$ cat src/rtl/fpx_pkg.sv
package fpx_pkg;

  typedef enum logic [1:0] {
    FMT_HALF       = 2'd0,
    FMT_SINGLE     = 2'd1,
    FMT_DOUBLE     = 2'd2,
    FMT_SINGLE_ALT = 2'd3
  } fpx_fmt_e;

  localparam int HALF_W = 16;

  function automatic logic fmt_is_pair(input logic [1:0] f);
    return f == FMT_DOUBLE;
  endfunction

  function automatic logic fmt_is_half(input logic [1:0] f);
    return f == FMT_HALF;
  endfunction

endpackage

$ cat src/rtl/fpx_wr_shape.sv
module fpx_wr_shape
  import fpx_pkg::*;
#(
  parameter int NREGS = 32,
  parameter int XLEN  = 32,
  parameter int IDXW  = $clog2(NREGS)
) (
  input  logic              valid,
  input  logic [IDXW-1:0]   idx,
  input  logic [1:0]        fmt,
  input  logic [2*XLEN-1:0] data,
  output logic [NREGS-1:0]  we,
  output logic [NREGS-1:0]  take_hi,
  output logic [XLEN-1:0]   lo_word,
  output logic [XLEN-1:0]   hi_word,
  output logic              misalign
);

  logic pair;
  logic pair_ok;

  always_comb begin
    pair     = fmt_is_pair(fmt);
    misalign = valid && pair && idx[0];
    pair_ok  = valid && pair && !idx[0] && (idx != '0);
    hi_word  = data[2*XLEN-1:XLEN];
    if (fmt_is_half(fmt))
      lo_word = {{(XLEN-HALF_W){data[HALF_W-1]}}, data[HALF_W-1:0]};
    else
      lo_word = data[XLEN-1:0];
  end

  for (genvar r = 0; r < NREGS; r++) begin : g_sel
    localparam logic [IDXW-1:0] RI = IDXW'(r);
    if (r == 0) begin : g_zero
      assign we[r]      = 1'b0;
      assign take_hi[r] = 1'b0;
    end else begin : g_reg
      assign we[r] = pair ? (pair_ok && (idx[IDXW-1:1] == RI[IDXW-1:1]))
                          : (valid && (idx == RI));
      assign take_hi[r] = pair && RI[0];
    end
  end

endmodule

$ cat src/rtl/fpx_rd_port.sv
module fpx_rd_port
  import fpx_pkg::*;
#(
  parameter int NREGS = 32,
  parameter int XLEN  = 32,
  parameter int IDXW  = $clog2(NREGS)
) (
  input  logic [NREGS-1:0][XLEN-1:0] file_q,
  input  logic                       valid,
  input  logic [IDXW-1:0]            idx,
  input  logic [1:0]                 fmt,
  output logic [2*XLEN-1:0]          data,
  output logic                       misalign
);

  logic [XLEN-1:0] lo_w;
  logic [XLEN-1:0] hi_w;
  logic [IDXW-1:0] hi_idx;

  always_comb begin
    hi_idx   = {idx[IDXW-1:1], 1'b1};
    lo_w     = file_q[idx];
    hi_w     = file_q[hi_idx];
    misalign = valid && fmt_is_pair(fmt) && idx[0];
    if (fmt_is_pair(fmt)) begin
      if (idx[0] || (idx == '0)) data = '0;
      else                       data = {hi_w, lo_w};
    end else if (fmt_is_half(fmt)) begin
      data = {{(2*XLEN-HALF_W){1'b0}}, lo_w[HALF_W-1:0]};
    end else begin
      data = {{XLEN{1'b0}}, lo_w};
    end
  end

endmodule

$ cat src/rtl/fpx_flag_reg.sv
module fpx_flag_reg #(
  parameter int NFLAG = 4
) (
  input  logic             clk,
  input  logic             rst_n,
  input  logic [NFLAG-1:0] flag_d,
  output logic [NFLAG-1:0] flag_q
);

  always_ff @(posedge clk or negedge rst_n) begin
    if (!rst_n) flag_q <= '0;
    else        flag_q <= flag_d;
  end

endmodule

$ cat src/rtl/fpx_regfile.sv
module fpx_regfile
  import fpx_pkg::*;
#(
  parameter int  NREGS = 32,
  parameter int  XLEN  = 32,
  parameter int  NRD   = 3,
  localparam int IDXW  = $clog2(NREGS),
  localparam int DW    = 2 * XLEN
) (
  input  logic                      clk,
  input  logic                      rst_n,
  input  logic                      wr_valid,
  input  logic [IDXW-1:0]           wr_idx,
  input  logic [1:0]                wr_fmt,
  input  logic [DW-1:0]             wr_data,
  input  logic [NRD-1:0]            rd_valid,
  input  logic [NRD-1:0][IDXW-1:0]  rd_idx,
  input  logic [NRD-1:0][1:0]       rd_fmt,
  output logic [NRD-1:0][DW-1:0]    rd_data,
  output logic [NRD:0]              misalign_q
);

  logic [NREGS-1:0][XLEN-1:0] file_q;
  logic [NREGS-1:0]           we;
  logic [NREGS-1:0]           take_hi;
  logic [XLEN-1:0]            lo_word;
  logic [XLEN-1:0]            hi_word;
  logic                       wr_mis;
  logic [NRD-1:0]             rd_mis;

  fpx_wr_shape #(.NREGS(NREGS), .XLEN(XLEN), .IDXW(IDXW)) wr_shape_i (
    .valid    (wr_valid),
    .idx      (wr_idx),
    .fmt      (wr_fmt),
    .data     (wr_data),
    .we       (we),
    .take_hi  (take_hi),
    .lo_word  (lo_word),
    .hi_word  (hi_word),
    .misalign (wr_mis)
  );

  // Both halves of a pair share this single edge, so a pair never tears.
  always_ff @(posedge clk or negedge rst_n) begin
    if (!rst_n) begin
      file_q <= '0;
    end else begin
      for (int r = 0; r < NREGS; r++) begin
        if (we[r]) file_q[r] <= take_hi[r] ? hi_word : lo_word;
      end
    end
  end

  for (genvar p = 0; p < NRD; p++) begin : g_rd
    fpx_rd_port #(.NREGS(NREGS), .XLEN(XLEN), .IDXW(IDXW)) rd_port_i (
      .file_q   (file_q),
      .valid    (rd_valid[p]),
      .idx      (rd_idx[p]),
      .fmt      (rd_fmt[p]),
      .data     (rd_data[p]),
      .misalign (rd_mis[p])
    );
  end

  fpx_flag_reg #(.NFLAG(NRD + 1)) flag_i (
    .clk    (clk),
    .rst_n  (rst_n),
    .flag_d ({wr_mis, rd_mis}),
    .flag_q (misalign_q)
  );

endmodule

$ cat config.mk
export PLATFORM = sky130hd
export DESIGN_NAME = fpx_regfile
export DESIGN_NICKNAME = d
export VERILOG_FILES = /design/src/rtl/fpx_pkg.sv /design/src/rtl/fpx_wr_shape.sv /design/src/rtl/fpx_rd_port.sv /design/src/rtl/fpx_flag_reg.sv /design/src/rtl/fpx_regfile.sv
export SDC_FILE = /design/constraint.sdc
export NUM_CORES = 2
export LEC_CHECK = 0
export ABC_AREA = 0
export BUFFER_PORTS_ARGS = -buffer_cell sky130_fd_sc_hd__buf_2
export CAP_MARGIN = 20
export CORE_MARGIN = 2
export CORE_UTILIZATION = 25
export DETAILED_ROUTE_END_ITERATION = 16
export GPL_ROUTABILITY_DRIVEN = 1
export PLACE_DENSITY = 0.36
export SETUP_SLACK_MARGIN = 0.4
export SYNTH_ARGS = -nofsm -noshare
export SYNTH_HDL_FRONTEND = slang
export SYNTH_HIERARCHICAL = 1
export SYNTH_SLANG_ARGS = --single-unit
$ cat constraint.sdc
create_clock -name clk -period 3.7 [get_ports clk]
set_input_delay 0.185 -clock clk [delete_from_list [all_inputs] [get_ports clk]]
set_output_delay 0.185 -clock clk [all_outputs]
set_load 0.005 [all_outputs]
==> metrics <==
Post-Syn Area per Cell=~11 um^2; CP max stage cell=nor2b_4; share of layout cells above drive strength 1=between 20% and 30%; Ys Warns=6; Crit path max-delay family=simple AND/OR/NAND/NOR gates; largest net degree at the start of global routing=110; Die ar.=approximately 320000 um^2; WP buf/inv=3; EDFF count, synth=0; fmax=304.3 MHz; Synth area leaders=dfrtp_1 (32%), mux2i_1 (20%), mux4_2 (19%); antenna violations before repair=between 70 and 80; gr usage total=26.31%; crit-path max FO=24; Tightest Hold Check Type=in -> reg; WP data arrival=3100 ps; final worst path period need=3286 ps; worst-skew pair later-pin latency=830 ps; 1st-iter DRT viols=7821; drt wl/cell=roughly 37 um; worst-path cell chain=buf_8, or4_1, and2_1, nor2b_4, nor4_1, buf_4, a22o_1, buf_2; Post-synth ARST share=100.0%; final wirelength=about 440000 um; Max VDD drop=350.6 uV; TritonCTS buffer count=roughly 150; global-route wire length before repair=just under 600000 um; Area Growth Syn to Fin=11.59%; core area=317500 um^2; worst setup margin=413.6 ps; post-synth top area share=approximately 32%; IO buf count=between 200 and 300; mapped cell area=79620 um^2; Final Power=47990 uW; largest family of logic cells by synthesized area=multiplexers; max_cap viols=0; Clock Skew=0 ps; H-tree Lvls=4; sequential share of the synthesized area=32.31%; xor/xnor share of the synthesized area=0%; Seq cells post-synth=1028; sum of negative setup slack=0 ps; Primary FF master, synth=dfrtp_1; I/O pin count=between 200 and 300; CP max stage delay=720 ps; relative max-transition margin=21.15%; outcome=complete, no violations; via count of the first global-routing pass=between 60000 and 70000; pre-CTS setup slack=between 400 and 500 ps; Worst Setup Path Type=in -> out; Synth Area in Adders=0%; Residual DRC=0; Final Hold Fails=0; routed via count=67428; final hold slack=36.48 ps; Routed Antenna Nets=0; Leak Pwr=0.03706 uW; # setup viols final=0; FP Rows=207; initial core utilization=25.07%; DR pass1 iterations=6; period utilization=88.82%; Compound-Gate Fraction of Synth Area=11.73%; TritonCTS clock tree=done; clock root cell=clkbuf_16; die height=568.3 um; Worst Tran Pin Value=1182 ps; Data required, critical path=3510 ps; hpwl dp=277200 um; Clock Pin Slew Worst Setup and Hold Paths=60 ps; CTS sink count=1028; clock buffer depth=4; mux share of post-synthesis cell area=around 39%; area leader, netlist=dfrtp_1; area post-placement=around 84000 um^2; pwr dens=540.2 nW/um^2; RePlAce Congestion=0.8898; die width=roughly 570 um; number of library cell types mapped by synthesis=46; post-synthesis simple-gate area fraction=8.428%; Post-Synthesis Cells=7469; total grt overflow=0; Via density=5.789; CP startpoint kind=input port; kind of end point of the critical path=primary output; Final Max Slew Viols=0; final net count=7411; final instance area=88840 um^2; RSZ-0062 raised after global routing=no
-- metal layers --
metal  vias up  part of all wire [%]  GRT usage (%)
li1      27600                     -              -
met1     35320                    42          34.69
met2      3581                    45          40.93
met3       905                   7.5          4.809
met4        22                   6.0          13.89
met5         -                 0.034              0
-- logic make-up (layout without fill, tap and decap cells) --
family	count (synthesis)	count (layout)
AO/OA/AOI/OAI	1598	1598
buffers and inverters	1000	922
flip-flops	1028	1028
multiplexers	2258	2258
other	1	77
AND/OR/NAND/NOR	1584	1584
-- synthesized netlist by cell type, types with 11 or more instances --
| cell | n |
|---|---|
| nand2b_1 | 11 |
| mux2i_1 | 1585 |
| o21ai_0 | 46 |
| nor2_1 | 1107 |
| buf_1 | 21 |
| clkbuf_1 | 182 |
| buf_2 | 476 |
| nand2_1 | 137 |
| buf_12 | 96 |
| buf_4 | 144 |
| and2_1 | 17 |
| o22ai_1 | 24 |
| a22oi_1 | 294 |
| mux4_2 | 657 |
| nor2b_1 | 130 |
| a21oi_1 | 1069 |
| a2111oi_0 | 39 |
| dfrtp_1 | 1028 |
| a211oi_1 | 15 |
| mux2_2 | 15 |
| buf_6 | 72 |
| a41oi_1 | 48 |
| and3_1 | 48 |
| nand3_1 | 100 |
| a221oi_1 | 24 |
-- tightest hold or removal path, stage by stage --
cell and delay, ps:
buf_2 320, mux2i_1 240, a21oi_1 80
-- state kept, by name, summed over array words and instances (netlist names) --
signal         count
file_q          1024
flag_i/flag_q      4
-- area by class of cell --
type | count | area (um^2)
Timing Repair Buffer | 670 | 5603
Clock inverter | 40 | 523.0
Tap cell | 4180 | 5230
Clock buffer | 203 | 4194
Inverter | 9 | 36.28
Sequential cell | 1028 | 25720
Antenna cell | 60 | 150.1
Fill cell | 33174 | 228700
Multi-Input combinational cell | 5457 | 47380
-- cells in the final DEF (no fill, tap or decap), types with 24 or more instances in the layout --
cell / instances
buf_12: 91
buf_2: 281
a41oi_1: 46
nor2b_1: 115
mux2i_1: 1585
buf_4: 259
diode_2: 60
a21oi_1: 1069
dfrtp_1: 1028
nand2_1: 135
nor2_1: 1085
o22ai_1: 24
mux4_2: 657
a22oi_1: 294
clkbuf_16: 151
o21ai_0: 40
nand3_1: 100
dlygate4sd3_1: 31
a2111oi_0: 34
and3_1: 48
clkbuf_1: 30
-- power by group --
group          internal, uW  switching [uW]  leakage, uW  total [uW]
clock                  8710            6020      0.00232       14700
sequential            14100            3270       0.0123       17400
combinational          7050            8850       0.0224       15900
total                 29800           18100       0.0371       48000
-- per-stage QoR --
stage,utilization (%),std cells
floorplan,-,7485
global placement,26.34,11311
detailed placement,26.34,11313
CTS,27.93,11587
global route,27.97,11634
finish,27.98,11647
-- timing repair --
| item | in CTS | in global routing |
|---|---|---|
| setup buffers | 0 | 0 |
| endpoints found under the setup margin | 5 | 2 |
| hold buffers | 31 | 0 |
| hold endpoints to repair | 284 | 0 |
| resized for setup | 5 | 2 |
-- final timing paths --
check	from	to	slack, ps	depth (start not counted)
max	rd_idx[2]	rd_data[5]	410	8
min	wr_data[44]	file_q[108]$_DFFE_PN0P_	40	3
max reg2reg	file_q[939]$_DFFE_PN0P_	file_q[939]$_DFFE_PN0P_	2860	2
min reg2reg	file_q[396]$_DFFE_PN0P_	file_q[396]$_DFFE_PN0P_	560	2
max in group asynchronous	rst_n	file_q[191]$_DFFE_PN0P_	2310	3
min in group asynchronous	rst_n	file_q[111]$_DFFE_PN0P_	110	2
Power figures use the tool's default switching activity.
